$ cat config.mk
export PLATFORM = sky130hd
export DESIGN_NAME = gpio_bank
export DESIGN_NICKNAME = d
export VERILOG_FILES = /design/src/rtl/gpio_bank_pkg.sv /design/src/rtl/gpio_rsp_slot.sv /design/src/rtl/gpio_pad_sync.sv /design/src/rtl/gpio_cfg_regs.sv /design/src/rtl/gpio_data_window.sv /design/src/rtl/gpio_bank.sv
export SDC_FILE = /design/constraint.sdc
export NUM_CORES = 1
export LEC_CHECK = 0
export BUFFER_PORTS_ARGS = -buffer_cell sky130_fd_sc_hd__buf_4
export CAP_MARGIN = 20
export CORE_MARGIN = 10
export CORE_UTILIZATION = 50
export CTS_BUF_LIST = sky130_fd_sc_hd__clkbuf_16
export DETAILED_ROUTE_END_ITERATION = 12
export PLACE_DENSITY = 0.76
export SLEW_MARGIN = 15
export SYNTH_ARGS = -nofsm -noshare
export SYNTH_HDL_FRONTEND = slang
export SYNTH_SLANG_ARGS = --single-unit
export TNS_END_PERCENT = 100
$ cat constraint.sdc
create_clock -name clk -period 4.1 [get_ports clk]
set_input_delay 0.615 -clock clk [delete_from_list [all_inputs] [get_ports clk]]
set_output_delay 0.615 -clock clk [all_outputs]
set_load 0.02 [all_outputs]
$ cat src/rtl/gpio_bank_pkg.sv
package gpio_bank_pkg;
  localparam int BYTE_W = 8;
  localparam int CFG_AW = 8;
  localparam int IO_AW  = 16;
  localparam int SIO_SLOTS = 8;

  localparam logic [CFG_AW-1:0] OFS_DIR     = 8'hC8;
  localparam logic [CFG_AW-1:0] OFS_SIO     = 8'hC0;
  localparam logic [CFG_AW-1:0] OFS_BASE_HI = 8'h62;
  localparam logic [CFG_AW-1:0] OFS_BASE_LO = 8'h63;

  typedef enum logic [2:0] {
    SEL_NONE,
    SEL_DIR,
    SEL_SIO,
    SEL_BHI,
    SEL_BLO
  } cfg_sel_e;
endpackage

$ cat src/rtl/gpio_rsp_slot.sv
module gpio_rsp_slot #(
  parameter int W = 8
) (
  input  logic         clk,
  input  logic         rst_n,
  input  logic         req_valid,
  output logic         req_ready,
  output logic         accept,
  input  logic [W-1:0] payload,
  output logic         rsp_valid,
  input  logic         rsp_ready,
  output logic [W-1:0] rsp_data
);
  logic         full_q;
  logic [W-1:0] data_q;

  // a held response blocks new requests unless it leaves this cycle
  assign req_ready = !full_q || rsp_ready;
  assign accept    = req_valid && req_ready;

  always_ff @(posedge clk or negedge rst_n) begin
    if (!rst_n) begin
      full_q <= 1'b0;
      data_q <= '0;
    end else if (accept) begin
      full_q <= 1'b1;
      data_q <= payload;
    end else if (rsp_ready) begin
      full_q <= 1'b0;
    end
  end

  assign rsp_valid = full_q;
  assign rsp_data  = data_q;
endmodule

$ cat src/rtl/gpio_pad_sync.sv
module gpio_pad_sync #(
  parameter int W      = 64,
  parameter int STAGES = 2
) (
  input  logic         clk,
  input  logic         rst_n,
  input  logic [W-1:0] d,
  output logic [W-1:0] q
);
  logic [W-1:0] stage_q [STAGES];

  for (genvar s = 0; s < STAGES; s++) begin : g_stage
    if (s == 0) begin : g_first
      always_ff @(posedge clk or negedge rst_n) begin
        if (!rst_n) stage_q[0] <= '0;
        else        stage_q[0] <= d;
      end
    end else begin : g_next
      always_ff @(posedge clk or negedge rst_n) begin
        if (!rst_n) stage_q[s] <= '0;
        else        stage_q[s] <= stage_q[s-1];
      end
    end
  end

  assign q = stage_q[STAGES-1];
endmodule

$ cat src/rtl/gpio_cfg_regs.sv
module gpio_cfg_regs
  import gpio_bank_pkg::*;
#(
  parameter int               GROUPS        = 8,
  parameter int               SIMPLE_GROUPS = 5,
  parameter logic [IO_AW-1:0] BASE_RESET    = '0,
  localparam int              LINES         = GROUPS * BYTE_W
) (
  input  logic              clk,
  input  logic              rst_n,
  input  logic              acc,
  input  logic              wr,
  input  logic [CFG_AW-1:0] addr,
  input  logic [BYTE_W-1:0] wdata,
  output logic [BYTE_W-1:0] rdata,
  output logic [LINES-1:0]  dir_q,
  output logic [LINES-1:0]  sio_q,
  output logic [IO_AW-1:0]  base_q
);
  localparam logic [CFG_AW-1:0] GROUPS_B = CFG_AW'(GROUPS);
  localparam logic [CFG_AW-1:0] SLOTS_B  = CFG_AW'(SIO_SLOTS);

  logic [CFG_AW-1:0] dir_idx, sio_idx;
  cfg_sel_e          sel;
  logic              wr_en;

  assign dir_idx = addr - OFS_DIR;
  assign sio_idx = addr - OFS_SIO;
  assign wr_en   = acc && wr;

  always_comb begin
    sel = SEL_NONE;
    if ((addr >= OFS_DIR) && (dir_idx < GROUPS_B))      sel = SEL_DIR;
    else if ((addr >= OFS_SIO) && (sio_idx < SLOTS_B))  sel = SEL_SIO;
    else if (addr == OFS_BASE_HI)                       sel = SEL_BHI;
    else if (addr == OFS_BASE_LO)                       sel = SEL_BLO;
  end

  for (genvar g = 0; g < GROUPS; g++) begin : g_grp
    logic [BYTE_W-1:0] dir_r;
    always_ff @(posedge clk or negedge rst_n) begin
      if (!rst_n) dir_r <= '0;
      else if (wr_en && sel == SEL_DIR && dir_idx == CFG_AW'(g)) dir_r <= wdata;
    end
    assign dir_q[g*BYTE_W +: BYTE_W] = dir_r;

    if (g < SIMPLE_GROUPS) begin : g_sio
      logic [BYTE_W-1:0] sio_r;
      always_ff @(posedge clk or negedge rst_n) begin
        if (!rst_n) sio_r <= '0;
        else if (wr_en && sel == SEL_SIO && sio_idx == CFG_AW'(g)) sio_r <= wdata;
      end
      assign sio_q[g*BYTE_W +: BYTE_W] = sio_r;
    end else begin : g_nosio
      assign sio_q[g*BYTE_W +: BYTE_W] = '0;
    end
  end

  always_ff @(posedge clk or negedge rst_n) begin
    if (!rst_n) begin
      base_q <= BASE_RESET;
    end else if (wr_en) begin
      if (sel == SEL_BHI) base_q[15:8] <= wdata;
      if (sel == SEL_BLO) base_q[7:0]  <= wdata;
    end
  end

  always_comb begin
    rdata = '0;
    for (int g = 0; g < GROUPS; g++) begin
      if (sel == SEL_DIR && dir_idx == CFG_AW'(g)) rdata = dir_q[g*BYTE_W +: BYTE_W];
      if (sel == SEL_SIO && sio_idx == CFG_AW'(g)) rdata = sio_q[g*BYTE_W +: BYTE_W];
    end
    if (sel == SEL_BHI) rdata = base_q[15:8];
    if (sel == SEL_BLO) rdata = base_q[7:0];
  end
endmodule

$ cat src/rtl/gpio_data_window.sv
module gpio_data_window
  import gpio_bank_pkg::*;
#(
  parameter int  GROUPS = 8,
  localparam int LINES  = GROUPS * BYTE_W
) (
  input  logic              clk,
  input  logic              rst_n,
  input  logic              acc,
  input  logic              wr,
  input  logic [IO_AW-1:0]  addr,
  input  logic [BYTE_W-1:0] wdata,
  input  logic [IO_AW-1:0]  base,
  input  logic [LINES-1:0]  pin_sync,
  input  logic [LINES-1:0]  drive,
  output logic [LINES-1:0]  latch_q,
  output logic              hit,
  output logic [BYTE_W-1:0] rdata
);
  localparam logic [IO_AW-1:0] GROUPS_W = IO_AW'(GROUPS);

  logic [IO_AW-1:0] off;
  logic [LINES-1:0] merged;

  assign off = addr - base;
  assign hit = (addr >= base) && (off < GROUPS_W);

  for (genvar g = 0; g < GROUPS; g++) begin : g_grp
    logic [BYTE_W-1:0] lat_r;
    always_ff @(posedge clk or negedge rst_n) begin
      if (!rst_n) lat_r <= '0;
      else if (acc && wr && hit && off == IO_AW'(g)) lat_r <= wdata;
    end
    assign latch_q[g*BYTE_W +: BYTE_W] = lat_r;
  end

  // driven lines echo the latch, the others show the pad
  assign merged = (latch_q & drive) | (pin_sync & ~drive);

  always_comb begin
    rdata = '0;
    for (int g = 0; g < GROUPS; g++) begin
      if (hit && off == IO_AW'(g)) rdata = merged[g*BYTE_W +: BYTE_W];
    end
  end
endmodule

$ cat src/rtl/gpio_bank.sv
module gpio_bank
  import gpio_bank_pkg::*;
#(
  parameter int               GROUPS        = 8,
  parameter int               SIMPLE_GROUPS = 5,
  parameter int               SYNC_STAGES   = 2,
  parameter logic [IO_AW-1:0] BASE_RESET    = '0,
  localparam int              LINES         = GROUPS * BYTE_W
) (
  input  logic              clk,
  input  logic              rst_n,
  input  logic              cfg_req_valid,
  output logic              cfg_req_ready,
  input  logic              cfg_req_write,
  input  logic [CFG_AW-1:0] cfg_req_addr,
  input  logic [BYTE_W-1:0] cfg_req_wdata,
  output logic              cfg_rsp_valid,
  input  logic              cfg_rsp_ready,
  output logic [BYTE_W-1:0] cfg_rsp_rdata,
  input  logic              io_req_valid,
  output logic              io_req_ready,
  input  logic              io_req_write,
  input  logic [IO_AW-1:0]  io_req_addr,
  input  logic [BYTE_W-1:0] io_req_wdata,
  output logic              io_rsp_valid,
  input  logic              io_rsp_ready,
  output logic [BYTE_W-1:0] io_rsp_rdata,
  output logic              io_rsp_hit,
  input  logic [LINES-1:0]  pad_in,
  output logic [LINES-1:0]  pad_out,
  output logic [LINES-1:0]  pad_oe
);
  logic              cfg_acc, io_acc;
  logic [BYTE_W-1:0] cfg_rd, io_rd;
  logic              io_hit;
  logic [LINES-1:0]  dir_q, sio_q, pin_sync, latch_q;
  logic [IO_AW-1:0]  base_q;
  logic [BYTE_W-1:0] cfg_payload;
  logic [BYTE_W:0]   io_payload, io_rsp_bits;

  gpio_cfg_regs #(
    .GROUPS(GROUPS), .SIMPLE_GROUPS(SIMPLE_GROUPS), .BASE_RESET(BASE_RESET)
  ) u_cfg (
    .clk(clk), .rst_n(rst_n), .acc(cfg_acc), .wr(cfg_req_write),
    .addr(cfg_req_addr), .wdata(cfg_req_wdata), .rdata(cfg_rd),
    .dir_q(dir_q), .sio_q(sio_q), .base_q(base_q)
  );

  gpio_pad_sync #(.W(LINES), .STAGES(SYNC_STAGES)) u_sync (
    .clk(clk), .rst_n(rst_n), .d(pad_in), .q(pin_sync)
  );

  // drive gating: the simple-I/O bit only exists for the low groups
  for (genvar g = 0; g < GROUPS; g++) begin : g_drive
    if (g < SIMPLE_GROUPS) begin : g_gated
      assign pad_oe[g*BYTE_W +: BYTE_W] =
        dir_q[g*BYTE_W +: BYTE_W] & sio_q[g*BYTE_W +: BYTE_W];
    end else begin : g_plain
      assign pad_oe[g*BYTE_W +: BYTE_W] = dir_q[g*BYTE_W +: BYTE_W];
    end
  end

  gpio_data_window #(.GROUPS(GROUPS)) u_win (
    .clk(clk), .rst_n(rst_n), .acc(io_acc), .wr(io_req_write),
    .addr(io_req_addr), .wdata(io_req_wdata), .base(base_q),
    .pin_sync(pin_sync), .drive(pad_oe), .latch_q(latch_q),
    .hit(io_hit), .rdata(io_rd)
  );

  assign pad_out = latch_q;

  assign cfg_payload = cfg_req_write ? '0 : cfg_rd;
  assign io_payload  = {io_hit, (io_req_write ? 8'h00 : io_rd)};

  gpio_rsp_slot #(.W(BYTE_W)) u_cfg_slot (
    .clk(clk), .rst_n(rst_n), .req_valid(cfg_req_valid), .req_ready(cfg_req_ready),
    .accept(cfg_acc), .payload(cfg_payload), .rsp_valid(cfg_rsp_valid),
    .rsp_ready(cfg_rsp_ready), .rsp_data(cfg_rsp_rdata)
  );

  gpio_rsp_slot #(.W(BYTE_W+1)) u_io_slot (
    .clk(clk), .rst_n(rst_n), .req_valid(io_req_valid), .req_ready(io_req_ready),
    .accept(io_acc), .payload(io_payload), .rsp_valid(io_rsp_valid),
    .rsp_ready(io_rsp_ready), .rsp_data(io_rsp_bits)
  );

  assign io_rsp_hit   = io_rsp_bits[BYTE_W];
  assign io_rsp_rdata = io_rsp_bits[BYTE_W-1:0];
endmodule

==> Word level (Yosys, flattened, before mapping) <==
Index checks and enable logic that the tools add are counted.
{ "classes": {"addsub": 3, "n_lt_le_gt_ge": 6, "n_eq_ne": 27, "n_mux": 36, "bitwise": 9, "n_reduce_logical": 66} }
{ "ops": {"columns": ["operator", "count"], "rows": [
  ["$mux 8", 28],
  ["$and 64x64->64", 2],
  ["$eq 16x3->1 const B", 4],
  ["$eq 8x3->1 const B", 8],
  ["$not 64->64", 1],
  ["$or 64x64->64", 1],
  ["$logic_and 1x1->1", 55],
  ["$and 8x8->8", 5],
  ["$eq 16x2->1 const B", 2],
  ["$eq 8x2->1 const B", 4],
  ["$eq 16x1->1 const B", 1],
  ["$eq 8x1->1 const B", 2],
  ["$eq 8x7->1 const B", 2],
  ["$ge 16x16->1", 1],
  ["$ge 8x8->1 const B", 2],
  ["$logic_not 16->1", 1],
  ["$logic_not 8->1", 2],
  ["$lt 16x4->1 const B", 1],
  ["$lt 8x4->1 const B", 2],
  ["$sub 16x16->16", 1],
  ["$sub 8x8->8 const B", 2],
  ["$mux 3", 4],
  ["$eq 3x2->1 const B", 2],
  ["$mux 1", 4],
  ["6 further kinds", 10]
]} }
{ "totals": {"register_bits": 331, "input_bits": 112, "wordCells": 176} }

==> Depth between registers and ports, before layout <==
{ "depth": {"depth_word": 26, "ltp_mapped": 13, "ltp_nobuf": 12} }

==> Cells and area by module <==
A second synthesis with hierarchy kept.
{ "unflattened": {"cells_unflattened": 1319, "area_unflattened_um2": 16020.4} }
{ "by_module_without_submodules": {"columns": ["mod", "n_inst", "cells_per_inst", "area_each_um2", "seq_area_each_um2"], "rows": [
  ["gpio_cfg_regs", 1, 539, 6224.7, 3002.9],
  ["gpio_data_window", 1, 488, 4943.5, 1601.5],
  ["gpio_pad_sync", 1, 192, 3683.5, 3203.1],
  ["gpio_rsp_slot (u_io_slot)", 1, 23, 429.2, 250.2],
  ["gpio_rsp_slot (u_cfg_slot)", 1, 21, 389.1, 225.2],
  ["gpio_bank", 1, 56, 350.3, 0.0]
]} }

==> Least setup slack after synthesis <==
Ideal clock, no wire load.
{ "synth_timing": {"path_kind": "input to register", "start": "input port io_req_addr[0]", "end": "register u_win.g_grp[3].lat_r[0]", "t_arrival_ns": 3.803, "t_required_ns": 3.975, "path_slack_ns": 0.172, "path_stages": 13, "n_path_buf": 1, "path_cell_list": "inv_1 ha_1 inv_1 fa_1 a211oi_2 nor4b_2 a211oi_1 o21ai_1 xnor2_1 or4_1 buf_6 nor3_4 mux2_4"} }
{ "synth_between": {"elab_chain_len": 5} }
{ "synth_rtl": {"columns": ["item", "line", "text"], "rows": [
  ["from (decl)", "gpio_bank.sv:23", "input logic [IO_AW-1:0] io_req_addr,"],
  ["$sub 16x16->16", "gpio_data_window.sv:25", "assign off = addr - base;"],
  ["$lt 16x4->1", "gpio_data_window.sv:26", "assign hit = (addr >= base) && (off < GROUPS_W);"],
  ["$logic_and 1x1->1", "gpio_data_window.sv:26", null],
  ["$logic_and 1x1->1", "gpio_data_window.sv:32", "else if (acc && wr && hit && off == IO_AW'(g)) lat_r <= wdata;"],
  ["$logic_and 1x1->1 *", "gpio_data_window.sv:32", null],
  ["to (signal assigned)", "gpio_data_window.sv:32", null],
  ["to (decl)", "gpio_data_window.sv:29", "logic [BYTE_W-1:0] lat_r;"]
]} }
Every way passes the cells marked *; elsewhere a longest branch is shown, timed or not.
A chain may end at the register's enable or synchronous reset.

==> Final worst setup path <==
{ "layout_timing": {"start": "register u_cfg.base_q[0]", "end": "register u_win.g_grp[4].lat_r[3]"} }
{ "layout_between": {"elab_chain_len": 5} }
{ "layout_rtl": {"columns": ["item", "line", "text"], "rows": [
  ["from (decl)", "gpio_cfg_regs.sv:18", "output logic [IO_AW-1:0] base_q"],
  ["from (signal assigned)", "gpio_cfg_regs.sv:64", "if (sel == SEL_BLO) base_q[7:0] <= wdata;"],
  ["$sub 16x16->16", "gpio_data_window.sv:25", null],
  ["$lt 16x4->1", "gpio_data_window.sv:26", null],
  ["$logic_and 1x1->1", "gpio_data_window.sv:26", null],
  ["$logic_and 1x1->1", "gpio_data_window.sv:32", null],
  ["$logic_and 1x1->1 *", "gpio_data_window.sv:32", null],
  ["to (signal assigned)", "gpio_data_window.sv:32", null],
  ["to (decl)", "gpio_data_window.sv:29", null]
]} }
Marked as above.

==> metrics.md <==
| Metric | Value |
|---|---|
| Clock Path Buffers | `3` |
| Syn avg cell area | `12.6 um2` |
| Worst slew pin tran | `929 ps` |
| # placed instances | `1,807` |
| WP data required | `4510 ps` |
| Worst EP arrival | `4260 ps` |
| Antenna diode count | `0` |
| Setup Skew | `20.3 ps` |
| Setup WS post-layout | `244 ps` |
| HPWL after detailed placement | `36,600 um` |
| Synth area leaders | `dfrtp_1 56%, mux2_2 12%, mux2_4 4.8%` |
| Slew Viols, Final | `0` |
| Ys async rst share | `100%` |
| Clock buffer count from CTS | `36` |
| CTS root buffer | `clkbuf_16` |
| # H-tree levels | `2` |
| Core area | `0.0295 mm2` |
| ANT nets after route | `0` |
| Mapped Cells | `1,182` |
| Nets | `1,586` |
| Starting DRC count in detailed routing | `1,094` |
| Crit. End Element | `register` |
| Met3 Resource Use GR | `5.89%` |
| FF-to-FF End | `u_win.g_grp[4].lat_r[3]$_DFFE_PN0P_` |
| Post_cts resized | `0` |
| Power Dens Cells | `393 mW/mm2` |
| RSZ-0062 raised after global routing | `no` |
| R2R depth | `13` |
| Fin. Hold Viols | `0` |
| First-pass GRT wire length | `71,900 um` |
| Synthesized area | `0.0149 mm2` |
| Crit Path Max Fanout | `7` |
| Die Wd | `193 um` |
| Post-synth EDFFs | `0` |
| Row Count | `63` |
| Crit path launch type | `register` |
| Clk sinks | `331` |
| Post-CTS Setup Bufs | `0` |
| Clk_lat worst skew | `540 ps` |
| Synthesis-stage register bit count | `331` |
| Leak | `8.92 nW` |
| Commonest cells in the synthesized netlist | `331 x dfrtp_1, 159 x mux2_2, 82 x nand2_1` |
| Max Cap Violations | `0` |
| Period minus WS final | `3860 ps` |
| Final wirelength | `48,500 um` |
| Worst Hold Class | `input port to async pin` |
| FF-to-FF setup slack | `240 ps` |
| Share of cells above drive strength 1 | `39.6%` |
| Grt met1 use | `34.4%` |
| Synthesis-to-layout area growth | `25.1%` |
| Total gr overflow | `0` |
| Yosys top cell area share | `55.6%` |
| Gr busiest metal | `met2` |
| Met2 Use GR | `40.6%` |
| Seq/Total Area, Yosys | `55.6%` |
| Drt wl/cell | `25.9 um` |
| Clk slew on worst S/H paths | `60 ps` |
| Die Y | `193 um` |
| Die area | `0.0371 mm2` |
| R2r startpoint | `u_cfg.base_q[0]$_DFFE_PN0P_` |
| Port Buffer Count | `260` |
| Vias | `11,000` |
| Largest net degree at the start of global routing | `116` |
| Ys flop type | `dfrtp_1` |
| Final setup viols | `0` |
| Vias per cell | `5.90` |
| Netlist cell types | `70` |
| Yosys top cell by area | `dfrtp_1` |
| Status | `finished clean` |
| Number of global-route vias before repair | `11,300` |
| Fin cells | `1,871` |
| F_max | `259 MHz` |
| Setup TNS | `0 ps` |
| Gr usage total | `25.8%` |
| Initial antenna violation count | `0` |
| Setup CP Type | `register to register` |
| Yosys warning total | `0` |
| Residual DRC count | `0` |
| Num ports | `261` |
| Fillers | `2,299` |
| Final critical-path share of the clock period | `94.0%` |
| Dpl ws | `-82.4 ps` |
| Peak VDD IR | `0.294 mV` |
| TritonCTS clock tree | `yes` |
| Hold buffer count at cts | `0` |
| Area of the multi-input gates | `0.00612 mm2` |
| Final hold slack | `135 ps` |
| Synthesized Nets | `1,313` |
| Final weighted congestion of routability-driven global placement | `0.944` |
| Rel. slew slack | `38.1%` |
| Register area | `0.00828 mm2` |
| Count leader, synth | `dfrtp_1` |
| Initial Utilization | `50.5%` |
| Pre-antenna DRT Iters | `5` |
## where the power goes
part / switching (mW) / internal (mW) / leakage, nW / total (mW)
combinational: 0.354 / 0.219 / 4.07 / 0.574
clock: 1.35 / 1.99 / 0.606 / 3.34
sequential: 0.0446 / 3.35 / 4.24 / 3.40
total: 1.74 / 5.57 / 8.92 / 7.31
## flip-flops by register name (all words and copies together) (netlist names)
name                     flops
u_cfg.g_grp.dir_r           64
u_io_slot.rsp_data           9
u_io_slot.rsp_valid          1
u_win.g_grp.lat_r           64
u_cfg_slot.rsp_data          8
u_cfg.g_grp.g_sio.sio_r     40
u_sync.q                    64
u_cfg_slot.rsp_valid         1
u_sync.stage_q              64
u_cfg.base_q                16
## worst max-delay path by stage
stage,from,to,slack [ps]
4_1_cts,u_cfg.base_q[0]$_DFFE_PN0P_,u_win.g_grp[4].lat_r[3]$_DFFE_PN0P_,310
2_1_floorplan,io_req_addr[0],u_win.g_grp[3].lat_r[0]$_DFFE_PN0P_,170
6_report,u_cfg.base_q[0]$_DFFE_PN0P_,u_win.g_grp[4].lat_r[3]$_DFFE_PN0P_,240
3_3_place_gp,io_req_addr[0],u_win.g_grp[0].lat_r[5]$_DFFE_PN0P_,30
3_5_place_dp,io_req_addr[0],u_win.g_grp[1].lat_r[0]$_DFFE_PN0P_,-80
5_1_grt,u_cfg.base_q[0]$_DFFE_PN0P_,u_win.g_grp[1].lat_r[5]$_DFFE_PN0P_,40
## worst max-delay path, stage by stage (launching register included)
cell	delay (ps)
dfrtp_1	380
ha_1	210
inv_1	60
fa_1	410
a21o_1	210
a211oi_1	300
a22oi_1	140
o211ai_2	360
nand4_1	170
or4_1	560
buf_4	230
nor3_4	230
buf_12	160
mux2_4	300
## final cells by class
cell class	instances	share of cell area [%]
clock buffer	36	4.84
multi-input combinational	752	32.9
inverter	26	0.524
tap	390	2.62
timing repair buffer	308	13.0
sequential	331	44.5
clock inverter	28	1.66
## cells in the final DEF, fill, tap and decap left out, drive strengths merged, types with 3 or more instances in the layout
master,n
dfrtp,331
buf,308
mux2,207
nand2,83
o21ai,51
nor2,46
and2,45
mux2i,42
clkbuf,36
inv,30
o22ai,29
nor3,22
a21oi,20
ha,18
clkinv,17
nand3,12
a221oi,12
nand4,11
and3,11
nor4,11
nand2b,10
nor2b,10
o211ai,10
o31ai,9
a211oi,9
or4,8
nand4b,7
o221ai,7
a32oi,6
bufinv,6
a31oi,6
or3,5
xor2,5
a21o,4
or2,4
xnor2,3
o32a,3
a21boi,3
## metrics by stage
stage | utilization, % | area (um2) | total power, mW
after floorplan | - | 14900 | 3.70
after global placement | 59.1 | 17400 | 4.01
after detailed placement | 59.1 | 17400 | 4.02
after CTS | 63.2 | 18600 | 7.32
after global routing | 63.2 | 18600 | 7.53
final | 63.2 | 18600 | 7.31
## cell families (layout without fill, tap and decap cells)
group / count (synthesis) / after routing / share of synthesized area, %
fa+ha+maj: 19 / 19 / 1.65
xor+xnor: 8 / 8 / 0.471
simple gates: 293 / 293 / 10.7
compound gates: 181 / 181 / 8.31
mux: 251 / 251 / 20.0
buf+inv: 99 / 398 / 3.24
flops: 331 / 331 / 55.6
## routing by layer
| layer | wire [um] | up-vias |
|---|---|---|
| met4 | 1570 | 0 |
| li1 | - | 4805 |
| met5 | 0 | - |
| met2 | 22800 | 530 |
| met3 | 4100 | 93 |
| met1 | 20000 | 5620 |
Power figures use the tool's default switching activity.
